$ cat src/rtl/qsat_act_pkg.sv
package qsat_act_pkg;

    // Region of the input axis; selects which result the output takes.
    typedef enum logic [1:0] {
        RGN_SAT_NEG   = 2'd0,
        RGN_CURVE_NEG = 2'd1,
        RGN_CURVE_POS = 2'd2,
        RGN_SAT_POS   = 2'd3
    } qsat_region_e;

endpackage

$ cat src/rtl/qsat_region_sel.sv
module qsat_region_sel
    import qsat_act_pkg::*;
#(
    parameter int DATA_W = 13,
    parameter int FRAC_W = 10
) (
    input  logic signed [DATA_W-1:0] x_i,
    output qsat_region_e             region_o
);

    localparam logic signed [DATA_W-1:0] POS_TWO = DATA_W'(2 << FRAC_W);
    localparam logic signed [DATA_W-1:0] NEG_TWO = -POS_TWO;

    always_comb begin
        if (x_i >= POS_TWO) begin
            region_o = RGN_SAT_POS;
        end else if (x_i <= NEG_TWO) begin
            region_o = RGN_SAT_NEG;
        end else if (x_i[DATA_W-1]) begin
            region_o = RGN_CURVE_NEG;
        end else begin
            region_o = RGN_CURVE_POS;
        end
    end

endmodule

$ cat src/rtl/qsat_square_q.sv
module qsat_square_q #(
    parameter int DATA_W = 13,
    parameter int FRAC_W = 10
) (
    input  logic signed [DATA_W-1:0] x_i,
    output logic        [DATA_W-1:0] quarter_sq_o
);

    localparam int PROD_W = 2 * DATA_W;

    logic signed [PROD_W-1:0] prod;
    logic        [PROD_W-1:0] realigned;
    logic        [PROD_W-1:0] quartered;

    // Single multiplier: full-width square, always non-negative.
    assign prod      = PROD_W'(x_i) * PROD_W'(x_i);
    // Back to FRAC_W fractional bits, then divide by four with a 2-bit shift.
    assign realigned = unsigned'(prod) >> FRAC_W;
    assign quartered = realigned >> 2;

    // Only curve-region inputs are used downstream (|x| < 2, quarter square < 1),
    // so the low DATA_W bits hold the whole value there.
    assign quarter_sq_o = quartered[DATA_W-1:0];

endmodule

$ cat src/rtl/qsat_out_mux.sv
module qsat_out_mux
    import qsat_act_pkg::*;
#(
    parameter int DATA_W = 13,
    parameter int FRAC_W = 10
) (
    input  logic signed [DATA_W-1:0] x_i,
    input  logic        [DATA_W-1:0] quarter_sq_i,
    input  qsat_region_e             region_i,
    output logic signed [DATA_W-1:0] y_o
);

    localparam int SUM_W = DATA_W + 2;
    localparam logic signed [DATA_W-1:0] POS_ONE = DATA_W'(1 << FRAC_W);
    localparam logic signed [DATA_W-1:0] NEG_ONE = -POS_ONE;

    logic signed [SUM_W-1:0] term;
    logic signed [SUM_W-1:0] diff;

    // Sign-steered selector feeding one subtracter.
    always_comb begin
        if (region_i == RGN_CURVE_NEG) begin
            term = -SUM_W'(signed'({1'b0, quarter_sq_i}));
        end else begin
            term = SUM_W'(signed'({1'b0, quarter_sq_i}));
        end
        diff = SUM_W'(x_i) - term;
    end

    always_comb begin
        unique case (region_i)
            RGN_SAT_NEG:   y_o = NEG_ONE;
            RGN_SAT_POS:   y_o = POS_ONE;
            RGN_CURVE_NEG: y_o = diff[DATA_W-1:0];
            RGN_CURVE_POS: y_o = diff[DATA_W-1:0];
            default:       y_o = '0;
        endcase
    end

endmodule

$ cat src/rtl/qsat_act_unit.sv
module qsat_act_unit
    import qsat_act_pkg::*;
#(
    parameter int DATA_W = 13,
    parameter int FRAC_W = 10
) (
    input  logic                     clk,
    input  logic                     rst_n,
    input  logic                     act_in_vld,
    input  logic signed [DATA_W-1:0] act_in,
    output logic                     act_out_vld,
    output logic signed [DATA_W-1:0] act_out
);

    qsat_region_e             region;
    logic        [DATA_W-1:0] quarter_sq;
    logic signed [DATA_W-1:0] y_next;

    qsat_region_sel #(.DATA_W(DATA_W), .FRAC_W(FRAC_W)) u_region (
        .x_i      (act_in),
        .region_o (region)
    );

    qsat_square_q #(.DATA_W(DATA_W), .FRAC_W(FRAC_W)) u_square (
        .x_i          (act_in),
        .quarter_sq_o (quarter_sq)
    );

    qsat_out_mux #(.DATA_W(DATA_W), .FRAC_W(FRAC_W)) u_mux (
        .x_i          (act_in),
        .quarter_sq_i (quarter_sq),
        .region_i     (region),
        .y_o          (y_next)
    );

    always_ff @(posedge clk or negedge rst_n) begin
        if (!rst_n) begin
            act_out_vld <= 1'b0;
        end else begin
            act_out_vld <= act_in_vld;
        end
    end

    always_ff @(posedge clk or negedge rst_n) begin
        if (!rst_n) begin
            act_out <= '0;
        end else if (act_in_vld) begin
            act_out <= y_next;
        end
    end

endmodule

$ cat config.mk
export PLATFORM = sky130hd
export DESIGN_NAME = qsat_act_unit
export DESIGN_NICKNAME = d
export VERILOG_FILES = /design/src/rtl/qsat_act_pkg.sv /design/src/rtl/qsat_region_sel.sv /design/src/rtl/qsat_square_q.sv /design/src/rtl/qsat_out_mux.sv /design/src/rtl/qsat_act_unit.sv
export SDC_FILE = /design/constraint.sdc
export NUM_CORES = 1
export LEC_CHECK = 0
export BUFFER_PORTS_ARGS = -buffer_cell sky130_fd_sc_hd__buf_2
export CORE_UTILIZATION = 50
export CTS_BUF_LIST = sky130_fd_sc_hd__clkbuf_8 sky130_fd_sc_hd__clkbuf_16
export DETAILED_ROUTE_END_ITERATION = 7
export PLACE_DENSITY = 0.79
export SYNTH_ARGS = -nofsm -noshare
export SYNTH_HDL_FRONTEND = slang
export SYNTH_SLANG_ARGS = --single-unit
$ cat constraint.sdc
create_clock -name clk -period 0.8 [get_ports clk]
set_input_delay 0.16 -clock clk [delete_from_list [all_inputs] [get_ports clk]]
set_output_delay 0.16 -clock clk [all_outputs]
set_load 0.01 [all_outputs]
## Word level (Yosys, flattened, before mapping)

Cells that the tools add are included.

| storage, ports and cells | value |
|---|---|
| register bits | 14 |
| bits of input ports | 16 |
| output and inout port bits | 14 |
| word-level logic and storage cells | 17 |

| operators by class | value |
|---|---|
| add/subtract/negate cells | 2 |
| multipliers | 1 |
| order comparisons | 2 |
| equality and inequality tests | 3 |
| mux-type cells | 5 |
| reduce and logical (&&, ||, !) cells | 2 |

Operators by type and width:

| cell | count |
|---|---|
| $pmux W13 S3 | 1 |
| $mul A13 B13 Y25 | 1 |
| $ge A13 B13 Y1 const B | 1 |
| $le A13 B12 Y1 const B | 1 |
| $mux W13 | 1 |
| $neg A13 Y13 | 1 |
| $sub A13 B13 Y13 | 1 |
| $mux W2 | 3 |
| $eq A2 B2 Y1 const B | 2 |
| $eq A2 B1 Y1 const B | 1 |
| $logic_not A2 Y1 | 1 |
| $reduce_or A2 Y1 | 1 |

## Depth between registers and ports, before layout

| logic depth | value |
|---|---|
| depth in word-level cells | 7 |
| gate-level depth with buffers | 35 |
| depth with buffers taken out | 33 |

## Modules after synthesis

From an unflattened synthesis, not the netlist that was laid out.

| second synthesis, totals | value |
|---|---|
| cell total of the unflattened synthesis | 743 |
| area total of the unflattened synthesis | 6894.1 µm² |

Modules (own cells, without submodules):

| module | times used | cells an instance | area each (µm²) | seq. area each (µm²) |
|---|---|---|---|---|
| qsat_square_q | 1 | 570 | 5320.1 | 0.0 |
| qsat_out_mux | 1 | 139 | 987.2 | 0.0 |
| qsat_act_unit | 1 | 28 | 545.5 | 350.3 |
| qsat_region_sel | 1 | 6 | 41.3 | 0.0 |

## Worst setup path before layout

No wires, ideal clock.

| timing path | value |
|---|---|
| path type | input port to flip-flop |
| from | input act_in[1] |
| to | register act_out[12] |
| setup time | 82 ps |
| arrival time | 7188 ps |
| required time | 718 ps |
| setup slack | -6470 ps |
| stages on the path | 28 |
| path buffers | 2 |
| cell sequence | clkbuf_1 -> clkbuf_1 -> nand2_1 -> fa_1 -> fa_1 -> inv_1 -> fa_1 -> fa_1 -> fa_1 -> ha_1 -> ha_1 -> a211oi_2 -> nand3b_1 -> o211ai_1 -> and3_1 -> o21bai_1 -> or3_1 -> o21ai_0 -> xor2_1 -> ha_1 -> or3_1 -> o21ai_0 -> o31ai_1 -> o21ai_1 -> nand2b_1 -> a21oi_4 -> xnor3_1 -> a31oi_1 |

| on the way | value |
|---|---|
| word-level cells in the longest chain between the ends | 7 |
| elaborated cells between the ends (all ways) | 14 |
| those cells by class | add/sub: 2; mul: 1; order compare: 2; eq/ne: 3; mux: 4; reduce/logical: 2 |

RTL lines:

| item | line | text |
|---|---|---|
| start: declaration | qsat_act_unit.sv:10 | `input logic signed [DATA_W-1:0] act_in,` |
| branches (longest 6 deep; another with $mul A13 B13 Y25) | n/a |  |
| $pmux W13 S3 * | qsat_out_mux.sv:31 | `unique case (region_i)` |
| end signal: assignment | qsat_act_unit.sv:48 | `act_out <= y_next;` |
| end: declaration | qsat_act_unit.sv:12 | `output logic signed [DATA_W-1:0] act_out` |

Mark *: on every way between the ends.
A chain may end at the register's enable or synchronous reset.

## Worst setup path after layout

| timing path | value |
|---|---|
| from | input act_in[12] |
| to | register act_out[12] |

| on the way | value |
|---|---|
| word-level cells in the longest chain between the ends | 7 |
| elaborated cells between the ends (all ways) | 15 |
| those cells by class | add/sub: 2; mul: 1; order compare: 2; eq/ne: 3; mux: 5; reduce/logical: 2 |

RTL lines:

| item | line |
|---|---|
| branches (longest 6 deep; another with $mul A13 B13 Y25) | n/a |
| $pmux W13 S3 * | qsat_out_mux.sv:31 |

Marks and branches as above.

==> key figures <==
Synth
  – Syn Inst Count: 765
  – Warnings, synthesis: 0
  – Sequential area share after synthesis: 5.104%
  – Yosys top cell area share: 39.37%
  – Top_reg_cell synth: dfrtp_1
  – Post-Syn Area: 6864 um2
  – Syn avg cell area: 8.973 um2
  – Syn nets: 999
  – Yosys top cell by area: fa_1
  – Top cells by area, synth: fa_1 39%, ha_1 15%, inv_1 11%
  – Ys async rst share: 100.0%
  – Netlist cell types: 57
  – Yosys reg bits: 14
  – Post-synth EDFFs: 0

Finish
  – Antenna cell count: 0
  – Layout Cells excl Fill: 1182
  – Reg area: 350.3 um2
  – Fillers: 672
  – Commonest non-fill, non-tap cell in the layout: buf_4
  – Share of cells above drive strength 1: 47.42%
  – Synth-to-layout area growth: 55.98%
  – Multi-input gate area: 7039 um2
  – Utilization after layout: 80.53%
  – Commonest non-fill, non-tap cells in the layout: 185 x buf_4, 164 x inv_1, 121 x fa_1
  – Final #Nets: 1242

Clock tree
  – CTS Sinks: 14
  – CTS tree: built
  – Clock Latency Late Sink: 260 ps
  – CTS buffer count: 3
  – Max clock buf depth: 2
  – Htree depth: 1
  – Clk slew on worst S/H paths: 40 ps
  – Root Driver: clkbuf_16

Critical path
  – Reg2reg end: act_out[11]
  – WP data arrival: 7720 ps
  – Worst Setup SP: act_in[12]
  – Worst path max stage delay: 590 ps
  – Worst setup endpoint: act_out[12]
  – Slowest CP cell: fa_1
  – Crit path top cell by count: fa_1
  – Worst r2r src: act_out[11]
  – Worst setup SP type: primary input
  – Worst Setup Path Type: in2reg
  – R2R Setup Slk: -110 ps
  – WP data required: 960 ps
  – Setup crit end kind: flip-flop
  – Reg2reg path depth: 3
  – Critical Path Fanout Max: 4

Drt
  – Total wire length: 32.35 mm
  – WL/cell: 27.37 um
  – DRC viols: 0
  – DR vias: 7298
  – Vias/cell: 6.174
  – Drt first pass iters: 7
  – Initial drt markers: 724
  – Final ANT Viol Nets: 0

Global route
  – Initial antenna violation count: 1
  – Pin count of the biggest net entering global routing: 20
  – First-pass GRT wire length: 37.79 mm
  – Grt total ovfl: 0
  – Global Route Usage Sum: 34.65%
  – Vias in the first global route: 7774

Min path
  – Worst Hold Class: in2reg
  – Hold Path Depth: 2

Run
  – Max cap viols: 0

Placed design
  – Place WS: -6353 ps
  – Post-DP HPWL: 15.11 mm
  – PortBufs: 29
  – Gpl congestion: 0.8514
  – Dpl cells: 1127

STA
  – Fin worst setup slack: -6757 ps
  – Maximum clock rate: 132.3 MHz
  – Layout Skew: 0 ps
  – Final setup vio count: 27
  – Fin crit share: 944.6%
  – Setup TNS: -76050 ps
  – Max-Slew Margin vs Limit: 55.14%
  – Final Slew Violations: 0
  – Slew @ Worst Pin: 668.4 ps
  – Final number of hold-violating endpoints: 0
  – Tmin final: 7557 ps
  – RSZ-0062 raised after global routing: true

Die
  – Die area: 14200 um2
  – Die Y: 119.2 um
  – I/O Pins: 30
  – Die Wd: 119.2 um
  – Initial Util: 51.63%
  – Rows: 42
  – CORE AREA: 13300 um2

Run status
  – Status: finished with violations
  – Failing checks: negative setup slack
[what timing repair did]
item / CTS / global route
endpoints found under the setup margin: 27 / 27
endpoints found under the hold margin: 14 / 0
resized for setup: 153 / 147
buffers inserted: 25 / 31
pin swaps: 90 / 76
hold buffers: 1 / 0
cloned: 2 / 2
[synth_stat cells, types with 3 or more instances]
master    instances
a21oi_1          21
dfrtp_1          14
nand2_1          68
inv_1           197
or3_1             4
nand2b_1          8
and3_1            5
clkbuf_1         17
a211oi_2          3
o21a_1            3
xnor2_1          26
nor2_1           35
nor4_1            3
nand3_1           8
ha_1             83
o211ai_1          4
nor3_1            4
nand3b_1          4
or2_2             3
fa_1            135
o21ai_0          19
a31oi_1           7
o21ai_1           4
and2_1           20
a21o_1            5
o22ai_1           6
o32ai_1           4
nor2b_1           3
xor2_1           15
[how the worst min path moves through the flow]
stage               startpoint     endpoint
finish              act_in_vld  act_out_vld
global route        act_in_vld  act_out_vld
CTS                 act_in_vld  act_out_vld
detailed placement       rst_n  act_out_vld
global placement         rst_n  act_out_vld
floorplan                rst_n   act_out[0]
[per-layer routing]
metal | global-route usage [%] | routed length, um | vias up
met2 | 63.84 | 14960 | 605
met5 | 0 | 17 | -
met4 | 25.40 | 4263 | 2
li1 | - | - | 2845
met3 | 5.508 | 3736 | 363
met1 | 35.17 | 9378 | 3483
[metrics by stage]
stage | hold WS, ps | area (um2)
after floorplan | -135.6 | 7274
after global placement | 64.22 | 8788
after detailed placement | 66.13 | 8788
after CTS | 289.3 | 9748
after global routing | 303.4 | 10710
final | 304.8 | 10710
[cell families after synthesis]
kind of cell / count (synthesis) / synth area share [%]
fa+ha+maj: 218 / 54.50
mux: 4 / 0.6197
simple gates: 173 / 12.16
xor+xnor: 43 / 5.797
other cells: 1 / 0.05463
flops: 14 / 5.104
buf+inv: 215 / 11.76
compound gates: 97 / 10.01
[final cells by class]
type | instances | share of cell area [%]
Clock buffer | 3 | 0.7012
Tap cell | 176 | 2.057
Sequential cell | 14 | 3.272
Multi-Input combinational cell | 536 | 65.75
Timing Repair Buffer | 256 | 21.21
Inverter | 197 | 7.012
[state kept, by name, indices dropped and copies added (netlist names)]
| signal | flops |
|---|---|
| act_out_vld | 1 |
| act_out | 13 |
[worst max-delay path, delay by kind of cell]
kind	cells	cell delay, ps
and+or+nand+nor	8	1500
buffers and inverters	4	440
AOI/OAI and AO/OA	8	1700
xor gates and xnor gates	2	380
adders and majority gates	8	3530
Power is not shown: default switching activity piles up to over one toggle a cycle in this logic, so the estimate is an artifact.
